File: src/rtl/acc_cpu_pkg.sv
package acc_cpu_pkg;

    typedef enum logic [2:0] {
        OPC_HALT,
        OPC_LOAD,
        OPC_STORE,
        OPC_ADD,
        OPC_JUMP,
        OPC_RET,
        OPC_NOP
    } op_class_e;

    typedef enum logic [2:0] {
        ST_FETCH,
        ST_FREQ,
        ST_FWAIT,
        ST_EXEC,
        ST_OREQ,
        ST_OWAIT,
        ST_ICHK,
        ST_HALT
    } cpu_state_e;

endpackage

File: src/rtl/acc_cpu_decode.sv
module acc_cpu_decode
    import acc_cpu_pkg::*;
#(
    parameter int OPW = 4
) (
    input  logic [OPW-1:0] opcode,
    output op_class_e      op_class
);

    always_comb begin
        case (opcode)
            4'h0:    op_class = OPC_HALT;
            4'h1:    op_class = OPC_LOAD;
            4'h2:    op_class = OPC_STORE;
            4'h5:    op_class = OPC_ADD;
            4'h8:    op_class = OPC_JUMP;
            4'hF:    op_class = OPC_RET;
            default: op_class = OPC_NOP;
        endcase
    end

endmodule

File: src/rtl/acc_cpu_irq.sv
module acc_cpu_irq (
    input  logic clk,
    input  logic rst,
    input  logic irq,
    input  logic check,
    input  logic reenable,
    output logic take,
    output logic enabled
);

    typedef struct packed {
        logic pend;
        logic ien;
    } irq_reg_t;

    irq_reg_t r_q, r_d;

    assign take    = check && r_q.pend && r_q.ien;
    assign enabled = r_q.ien;

    always_comb begin
        r_d      = r_q;
        r_d.pend = (r_q.pend && !take) || irq;
        if (take)
            r_d.ien = 1'b0;
        else if (reenable)
            r_d.ien = 1'b1;
    end

    always_ff @(posedge clk) begin
        if (rst) begin
            r_q.pend <= 1'b0;
            r_q.ien  <= 1'b1;
        end else begin
            r_q <= r_d;
        end
    end

    AST_TAKE_MASKS: assert property (@(posedge clk) disable iff (rst)
        take |=> !enabled);
    AST_PEND_HELD: assert property (@(posedge clk) disable iff (rst)
        (r_q.pend && !take) |=> r_q.pend);
    AST_REENABLE: assert property (@(posedge clk) disable iff (rst)
        (reenable && !take) |=> enabled);

endmodule

File: src/rtl/acc_cpu.sv
module acc_cpu
    import acc_cpu_pkg::*;
#(
    parameter int          AW       = 12,
    parameter int          DW       = 16,
    parameter logic [11:0] VEC_ADDR = 12'hF00
) (
    input  logic          clk,
    input  logic          rst,
    output logic [AW-1:0] mem_addr,
    output logic          mem_rd,
    input  logic [DW-1:0] mem_rdata,
    output logic          mem_wr,
    output logic [DW-1:0] mem_wdata,
    input  logic          irq,
    output logic          halted
);

    localparam int OPW = DW - AW;

    typedef struct packed {
        cpu_state_e    state;
        logic [AW-1:0] pc;
        logic [DW-1:0] ir;
        logic [DW-1:0] acc;
        logic [AW-1:0] mar;
        logic [DW-1:0] mbr;
        logic [AW-1:0] save;
        logic          rd;
        logic          wr;
        logic          halt;
    } core_reg_t;

    core_reg_t     r_q, r_d;
    op_class_e     op;
    logic          take;
    logic          ien;
    logic [AW-1:0] ir_addr;

    assign ir_addr = r_q.ir[AW-1:0];

    acc_cpu_decode #(.OPW(OPW)) u_decode (
        .opcode   (r_q.ir[DW-1:AW]),
        .op_class (op)
    );

    acc_cpu_irq u_irq (
        .clk      (clk),
        .rst      (rst),
        .irq      (irq),
        .check    (r_q.state == ST_ICHK),
        .reenable ((r_q.state == ST_EXEC) && (op == OPC_RET)),
        .take     (take),
        .enabled  (ien)
    );

    always_comb begin
        r_d    = r_q;
        r_d.rd = 1'b0;
        r_d.wr = 1'b0;
        case (r_q.state)
            ST_FETCH: begin
                r_d.mar   = r_q.pc;
                r_d.rd    = 1'b1;
                r_d.state = ST_FREQ;
            end
            ST_FREQ:  r_d.state = ST_FWAIT;
            ST_FWAIT: begin
                r_d.ir    = mem_rdata;
                r_d.pc    = r_q.pc + 1'b1;
                r_d.state = ST_EXEC;
            end
            ST_EXEC: begin
                r_d.state = ST_ICHK;
                case (op)
                    OPC_LOAD, OPC_ADD: begin
                        r_d.mar   = ir_addr;
                        r_d.rd    = 1'b1;
                        r_d.state = ST_OREQ;
                    end
                    OPC_STORE: begin
                        r_d.mar = ir_addr;
                        r_d.mbr = r_q.acc;
                        r_d.wr  = 1'b1;
                    end
                    OPC_JUMP: r_d.pc = ir_addr;
                    OPC_RET:  r_d.pc = r_q.save;
                    OPC_HALT: begin
                        r_d.halt  = 1'b1;
                        r_d.state = ST_HALT;
                    end
                    default: ;
                endcase
            end
            ST_OREQ:  r_d.state = ST_OWAIT;
            ST_OWAIT: begin
                r_d.mbr = mem_rdata;
                if (op == OPC_LOAD)
                    r_d.acc = mem_rdata;
                else
                    r_d.acc = r_q.acc + mem_rdata;
                r_d.state = ST_ICHK;
            end
            ST_ICHK: begin
                if (take) begin
                    r_d.save = r_q.pc;
                    r_d.pc   = VEC_ADDR[AW-1:0];
                end
                r_d.state = ST_FETCH;
            end
            default: r_d.state = ST_HALT;
        endcase
    end

    always_ff @(posedge clk) begin
        if (rst) begin
            r_q.state <= ST_FETCH;
            r_q.pc    <= '0;
            r_q.ir    <= '0;
            r_q.acc   <= '0;
            r_q.mar   <= '0;
            r_q.mbr   <= '0;
            r_q.save  <= '0;
            r_q.rd    <= 1'b0;
            r_q.wr    <= 1'b0;
            r_q.halt  <= 1'b0;
        end else begin
            r_q <= r_d;
        end
    end

    assign mem_addr  = r_q.mar;
    assign mem_rd    = r_q.rd;
    assign mem_wr    = r_q.wr;
    assign mem_wdata = r_q.mbr;
    assign halted    = r_q.halt;

    AST_STROBE_EXCL: assert property (@(posedge clk) disable iff (rst)
        !(mem_rd && mem_wr));
    AST_RD_PULSE: assert property (@(posedge clk) disable iff (rst)
        mem_rd |=> !mem_rd);
    AST_HALT_QUIET: assert property (@(posedge clk) disable iff (rst)
        halted |-> (!mem_rd && !mem_wr));
    AST_HALT_STICKY: assert property (@(posedge clk) disable iff (rst)
        halted |=> halted);
    AST_PC_STEP: assert property (@(posedge clk) disable iff (rst)
        (r_q.state == ST_FWAIT) |=> (r_q.pc == $past(r_q.pc) + 1'b1));
    AST_VECTOR: assert property (@(posedge clk) disable iff (rst)
        (r_q.state == ST_ICHK && take) |=> (r_q.pc == VEC_ADDR[AW-1:0] && !ien));

endmodule

File: config.mk
export PLATFORM = sky130hd
export DESIGN_NAME = acc_cpu
export DESIGN_NICKNAME = d
export VERILOG_FILES = /design/src/rtl/acc_cpu_pkg.sv /design/src/rtl/acc_cpu_decode.sv /design/src/rtl/acc_cpu_irq.sv /design/src/rtl/acc_cpu.sv
export SDC_FILE = /design/constraint.sdc
export NUM_CORES = 1
export LEC_CHECK = 0
export ABC_AREA = 1
export BUFFER_PORTS_ARGS = -buffer_cell sky130_fd_sc_hd__buf_4
export CAP_MARGIN = 20
export CORE_MARGIN = 2
export CORE_UTILIZATION = 51
export DETAILED_ROUTE_END_ITERATION = 6
export PLACE_DENSITY = 0.8
export SYNTH_ARGS = -nofsm -noshare
export SYNTH_HDL_FRONTEND = slang
export SYNTH_HIERARCHICAL = 1
export SYNTH_SLANG_ARGS = --single-unit
export TNS_END_PERCENT = 30
File: constraint.sdc
create_clock -name clk -period 2.31 [get_ports clk]
set_input_delay 0.1155 -clock clk [delete_from_list [all_inputs] [get_ports clk]]
set_output_delay 0.1155 -clock clk [all_outputs]
set_load 0.03 [all_outputs]
## After elaboration in Yosys (flattened, before gate mapping)

Cells that the tools add are included.

- $add $sub $neg: 2
- Eq/ne operators: 20
- Mux-type cells: 16
- Bitwise gates (word level): 1
- Reduce and logical (&&, ||, !) cells: 21

Operators with widths:

| cell | count |
|---|---|
| case mux 12 bit (2 select lines) | 2 |
| case mux 12 bit (3 select lines) | 1 |
| two-way mux 16 bit | 2 |
| case mux 16 bit (2 select lines) | 1 |
| two-way mux 12 bit | 2 |
| case mux 3 bit (7 select lines) | 1 |
| case mux 3 bit (6 select lines) | 1 |
| adder 16 bit | 1 |
| equality test 3 bit, second input constant | 5 |
| adder 12 x 1 -> 12 bit, second input constant | 1 |
| equality test 3 x 2 -> 1 bit, second input constant | 4 |
| equality test 4 bit, second input constant | 2 |
| AND reduction 2 bit | 4 |
| equality test 3 x 1 -> 1 bit, second input constant | 2 |
| zero test 3 bit | 2 |
| nonzero test 2 bit | 3 |
| equality test 4 x 1 -> 1 bit, second input constant | 1 |
| equality test 4 x 2 -> 1 bit, second input constant | 1 |
| equality test 4 x 3 -> 1 bit, second input constant | 1 |
| logical AND 1 bit | 4 |
| zero test 4 bit | 1 |
| two-way mux 1 bit | 4 |
| inequality test 2 bit, second input constant | 2 |
| case mux 2 bit (2 select lines) | 1 |
| 10 further kinds | 11 |

- Bits in registers: 92
- Bits of input ports: 19
- Output and inout bits: 31
- Word-level logic and storage cells: 72

## Depth between registers and ports, before layout

- Depth in word-level cells: 6
- Gate-level depth with buffers: 13
- Depth with buffers taken out: 12

## Cells and area by module

The synthesis kept the hierarchy.

By module, submodules not included:

| module | times used | cells each | area an instance (um^2) | seq. area each (um^2) |
|---|---|---|---|---|
| acc_cpu | 1 | 753 | 5024.8 | 1801.7 |
| acc_cpu_decode | 1 | 24 | 101.3 | 0.0 |
| acc_cpu_irq | 1 | 12 | 82.6 | 40.0 |

## Worst setup path before layout

Ideal clock, no wire load.

- Path kind: register to register
- Start: reg r_q[88] (netlist bit)
- End: reg r_q[84] (netlist bit)
- Setup time: 0.070 ns
- Arrival: 1.955 ns
- Required time: 2.240 ns
- Setup slack: 0.285 ns
- Stages on the path, launching flop included: 13
- Path buffers: 2
- Clock period less this slack: 2.025 ns
- Path through: dfxtp_1 > inv_2 > nor2_2 > nand2_1 > inv_1 > clkbuf_1 > nand3_1 > inv_1 > o21ai_2 > inv_2 > buf_4 > o21ai_1 > a21oi_1

- Cells in the longest elaborated chain, start to end: 5
- Elaborated cells between the ends (all ways): 10
- Classes of those cells: eq/ne: 5; mux: 1; reduce/logical: 4

RTL lines:

| element | RTL line | RTL |
|---|---|---|
| start: declaration | acc_cpu.sv:34 | `core_reg_t r_q, r_d;` |
| start signal: assignment | acc_cpu.sv:128 | `r_q <= r_d;` |
| equality test 3 bit | acc_cpu.sv:51 | `.check (r_q.state == ST_ICHK),` |
| logical AND 1 bit (2 in a row) | acc_cpu_irq.sv:18 | `assign take = check && r_q.pend && r_q.ien;` |
| net take | acc_cpu.sv:36 | `logic take;` |
| inequality test 2 bit (no line) | - |  |
| AND reduction 3 bit (no line) | - |  |

The timed path passes the listed nets, and every way through them passes these cells.
A chain may end at the register's enable or synchronous reset.

## Final worst setup path

- Start: reg r_q[74] (netlist bit)
- End: reg r_q[75] (netlist bit)

- Cells in the longest elaborated chain, start to end: 5
- Elaborated cells between the ends (all ways): 13
- Classes of those cells: eq/ne: 8; mux: 3; reduce/logical: 2

RTL lines:

| element | RTL line | RTL |
|---|---|---|
| equality test 4 bit (tied with other cells) | acc_cpu_decode.sv:11 | `case (opcode)` |
| case mux 3 bit (6 select lines) (*) | acc_cpu_decode.sv:11 |  |
| net op[1] | acc_cpu.sv:35 | `op_class_e op;` |
| equality test 3 bit | acc_cpu.sv:75 | `case (op)` |
| case mux 12 bit (2 select lines) or inequality test 3 x 1 -> 1 bit (tied branches) | - |  |
| case mux 12 bit (3 select lines) or AND reduction 3 bit (tied branches) | - |  |

Mark *: on every way through the listed nets, which the timed path passes. The rest lies on a longest branch.

==> results.sh <==
export IMPL_status="complete, no violations"
export IMPL_ctsLongestPathBuffers=2
export IMPL_syn_nets=825
export IMPL_holdPathEnd="r_q[74]"
export IMPL_synth_cells=789
export IMPL_synth_top_cell_area_share_pct=35.36
export IMPL_finalCritPeriodShare_pct=94.50
export IMPL_cts_tree="done"
export IMPL_met2_usage_pct=45.18
export IMPL_critical_path_class="reg -> reg"
export IMPL_grt_antenna_before_repair=0
export IMPL_multi_input_area_sq_um=2690
export IMPL_endpoint_kind="register"
export IMPL_place_gp_congestion=0.9584
export IMPL_ys_warn_count=6
export IMPL_numCtsBuffers=9
export IMPL_slew_headroom_pct=45.12
export IMPL_syn_area_sq_um=5209
export IMPL_synth_top_flop_cell="dfxtp_1"
export IMPL_post_route_min_period_ns=2.183
export IMPL_rows=36
export IMPL_crit_path_start_kind="register"
export IMPL_n_antenna_cell=0
export IMPL_place_ws_ns=-0.1114
export IMPL_synthTopCellsByCount="203 x nand2_1, 92 x dfxtp_1, 89 x a21oi_1"
export IMPL_cap_violations=0
export IMPL_die_y_um=105.1
export IMPL_grt_met1_usage_pct=32.35
export IMPL_final_cell_area_sq_um=5777
export IMPL_nets=847
export IMPL_drtPass1Iterations=6
export IMPL_fin_ws_ns=0.1271
export IMPL_dieArea_sq_um=11040
export IMPL_r2r_end="r_q[75]"
export IMPL_r2r_cells=11
export IMPL_cts_root_buf="clkbuf_8"
export IMPL_drive_above_1_share_pct=12.64
export IMPL_hold_path_depth=3
export IMPL_grt_busiest_layer="met2"
export IMPL_seqCellArea_sq_um=1842
export IMPL_htreeDepth=3
export IMPL_io_buffers=49
export IMPL_min_path_type="in -> reg"
export IMPL_yosys_cell_types_count=31
export IMPL_place_area_sq_um=5538
export IMPL_fp_coreArea_sq_um=9864
export IMPL_synth_edf_count=0
export IMPL_syn_mean_instance_area_sq_um=6.602
export IMPL_post_route_drc_count=0
export IMPL_vias=5227
export IMPL_p_leak_uw=0.002535
export IMPL_worstMarginPinSlew_ns=0.8223
export IMPL_utilization_pct=58.56
export IMPL_post_synth_top_count_cell="nand2_1"
export IMPL_vdd_drop_max_v=0.0003053
export IMPL_die_w_um=105.1
export IMPL_ant_nets=0
export IMPL_area_growth_pct=10.91
export IMPL_avgViaCountPerCell=5.514
export IMPL_critPathRequiredTime_ns=2.62
export IMPL_hold_violations=0
export IMPL_cp_max_fo=9
export IMPL_power_uw=3509
export IMPL_rsz0062_at_grt="yes"
export IMPL_initial_core_util_pct=52.80
export IMPL_crit_arrival_ns=2.49
export IMPL_fillers=948
export IMPL_synth_top_area_cell="dfxtp_1"
export IMPL_synth_seq_cells=92
export IMPL_grt_overflow_total=0
export IMPL_finalMaxSlewViolations=0
export IMPL_place_inst=931
export IMPL_yosysSeqAreaShare_pct=35.36
export IMPL_grt_pass1_wl_um=23540
export IMPL_wl_per_cell_um=14.75
export IMPL_max_freq_mhz=458.1
export IMPL_grt_start_max_net_pins=64
export IMPL_cts_sinks=92
export IMPL_clkTransAtPathRegs_ns=0.09
export IMPL_pin_count=50
export IMPL_yosys_top_cells_area="dfxtp_1 35%, nand2_1 15%, a21oi_1 8.6%"
export IMPL_grt_pass1_vias=5015
export IMPL_fin_cells=948
export IMPL_p_per_area_nw_per_um2=607.4
export IMPL_first_iter_violations=364
export IMPL_hpwl_um=10340
export IMPL_hold_path_startpoint="mem_rdata[15]"
export IMPL_grt_total_usage_pct=26.34
export IMPL_clock_latency_ns=0.37
export IMPL_rr_startpoint="r_q[74]"
export IMPL_r2r_setup_slack_ns=0.13
export IMPL_drt_total_wl_um=13980
export IMPL_finClkSkew_ns=0.008314
export IMPL_met3_usage_pct=4.367
export IMPL_setup_violations=0
export IMPL_synth_async_reset_ratio_pct=0
-- layout by cell type, fill, tap and decap left out, drive strengths merged --
| cell type | synthesis | final |
|---|---|---|
| nand3 | 53 | 53 |
| xor2 | 7 | 7 |
| bufinv | 0 | 1 |
| clkinv | 0 | 3 |
| or2 | 3 | 3 |
| o31ai | 1 | 1 |
| fa | 1 | 1 |
| a21oi | 89 | 89 |
| nor3 | 5 | 5 |
| nand2 | 203 | 203 |
| inv | 95 | 96 |
| nor4 | 1 | 1 |
| dfxtp | 92 | 92 |
| buf | 35 | 68 |
| and2 | 1 | 1 |
| o22ai | 13 | 13 |
| clkbuf | 23 | 9 |
| nand4 | 6 | 6 |
| a31oi | 19 | 19 |
| ha | 16 | 16 |
| nor2 | 58 | 58 |
| clkinvlp | 0 | 1 |
| nand3b | 2 | 2 |
| o21ai | 63 | 63 |
| xnor2 | 3 | 3 |
| dlygate4sd3 | 0 | 1 |
-- stage by stage --
step | setup TNS [ns] | hold WS [ns]
after detailed placement | -0.8259 | 0.3752
final | 0 | 0.04507
after floorplan | 0 | 0.1846
after CTS | 0 | 0.03399
after global routing | -0.05285 | 0.04553
after global placement | 0 | 0.3665
-- area by class of cell --
cell class | instances | share of cell area [%]
inverters | 95 | 6.173
multi-input cells | 544 | 46.57
flip-flops and latches | 92 | 31.88
clock buffers | 9 | 2.144
repair buffers | 69 | 9.227
well taps | 133 | 2.881
clock inverters | 6 | 1.126
-- routing by layer --
metal,share of wire (%),wire [um],up-vias
met5,0,0,-
met4,2.6,365,0
met3,7.0,982,34
met2,49,6838,186
met1,41,5796,2415
li1,-,-,2592
-- cells by family (layout without fill, tap and decap cells) --
kind of cell / Yosys count / after routing / synth area share, %
AOI/OAI and AO/OA: 185 / 185 / 18.93
buffers and inverters: 153 / 179 / 13.38
DFF: 92 / 92 / 35.36
xor gates and xnor gates: 10 / 10 / 1.682
adders and majority gates: 17 / 17 / 4.228
and+or+nand+nor: 332 / 332 / 26.42
-- timing repair --
item	CTS	global route
pin swaps	0	1
setup buffers	0	1
resized for setup	1	3
cloned	0	0
setup endpoints to repair	12	35
hold buffers	1	0
endpoints found under the hold margin	1	0
-- worst max-delay path by stage --
stage / start / end / depth (start not counted)
floorplan: r_q[88] / r_q[84] / 12
global placement: r_q[74] / r_q[57] / 9
detailed placement: r_q[72] / r_q[58] / 10
CTS: r_q[73] / r_q[75] / 10
global route: r_q[73] / r_q[75] / 10
finish: r_q[74] / r_q[75] / 11
-- flip-flops by register name, indices dropped and copies added, names as in the netlist, named ones only --
register / cells
r_q: 46
mem_wdata: 16
ir_addr: 12
mem_addr: 12
halted: 1
mem_rd: 1
mem_wr: 1
u_irq/enabled: 1
u_irq/r_q: 1
-- report_power, final --
part | internal [uW] | leakage (uW) | switching (uW)
Clock | 496 | 0.0000955 | 595
Sequential | 1670 | 0.000747 | 76.2
Combinational | 238 | 0.00169 | 432
Total | 2410 | 0.00254 | 1100
-- worst max-delay path, cell delays in order (launching register included) --
cell and delay (ns):
dfxtp_1 0.34, inv_1 0.10, nand2_1 0.10, nor2_1 0.23, o21ai_1 0.23, inv_1 0.13, nand3_1 0.15, nor2_2 0.42
o22ai_1 0.11, o21ai_0 0.09, o21ai_1 0.07, a21oi_1 0.14
Note: power is estimated with default switching activity, not from simulation.
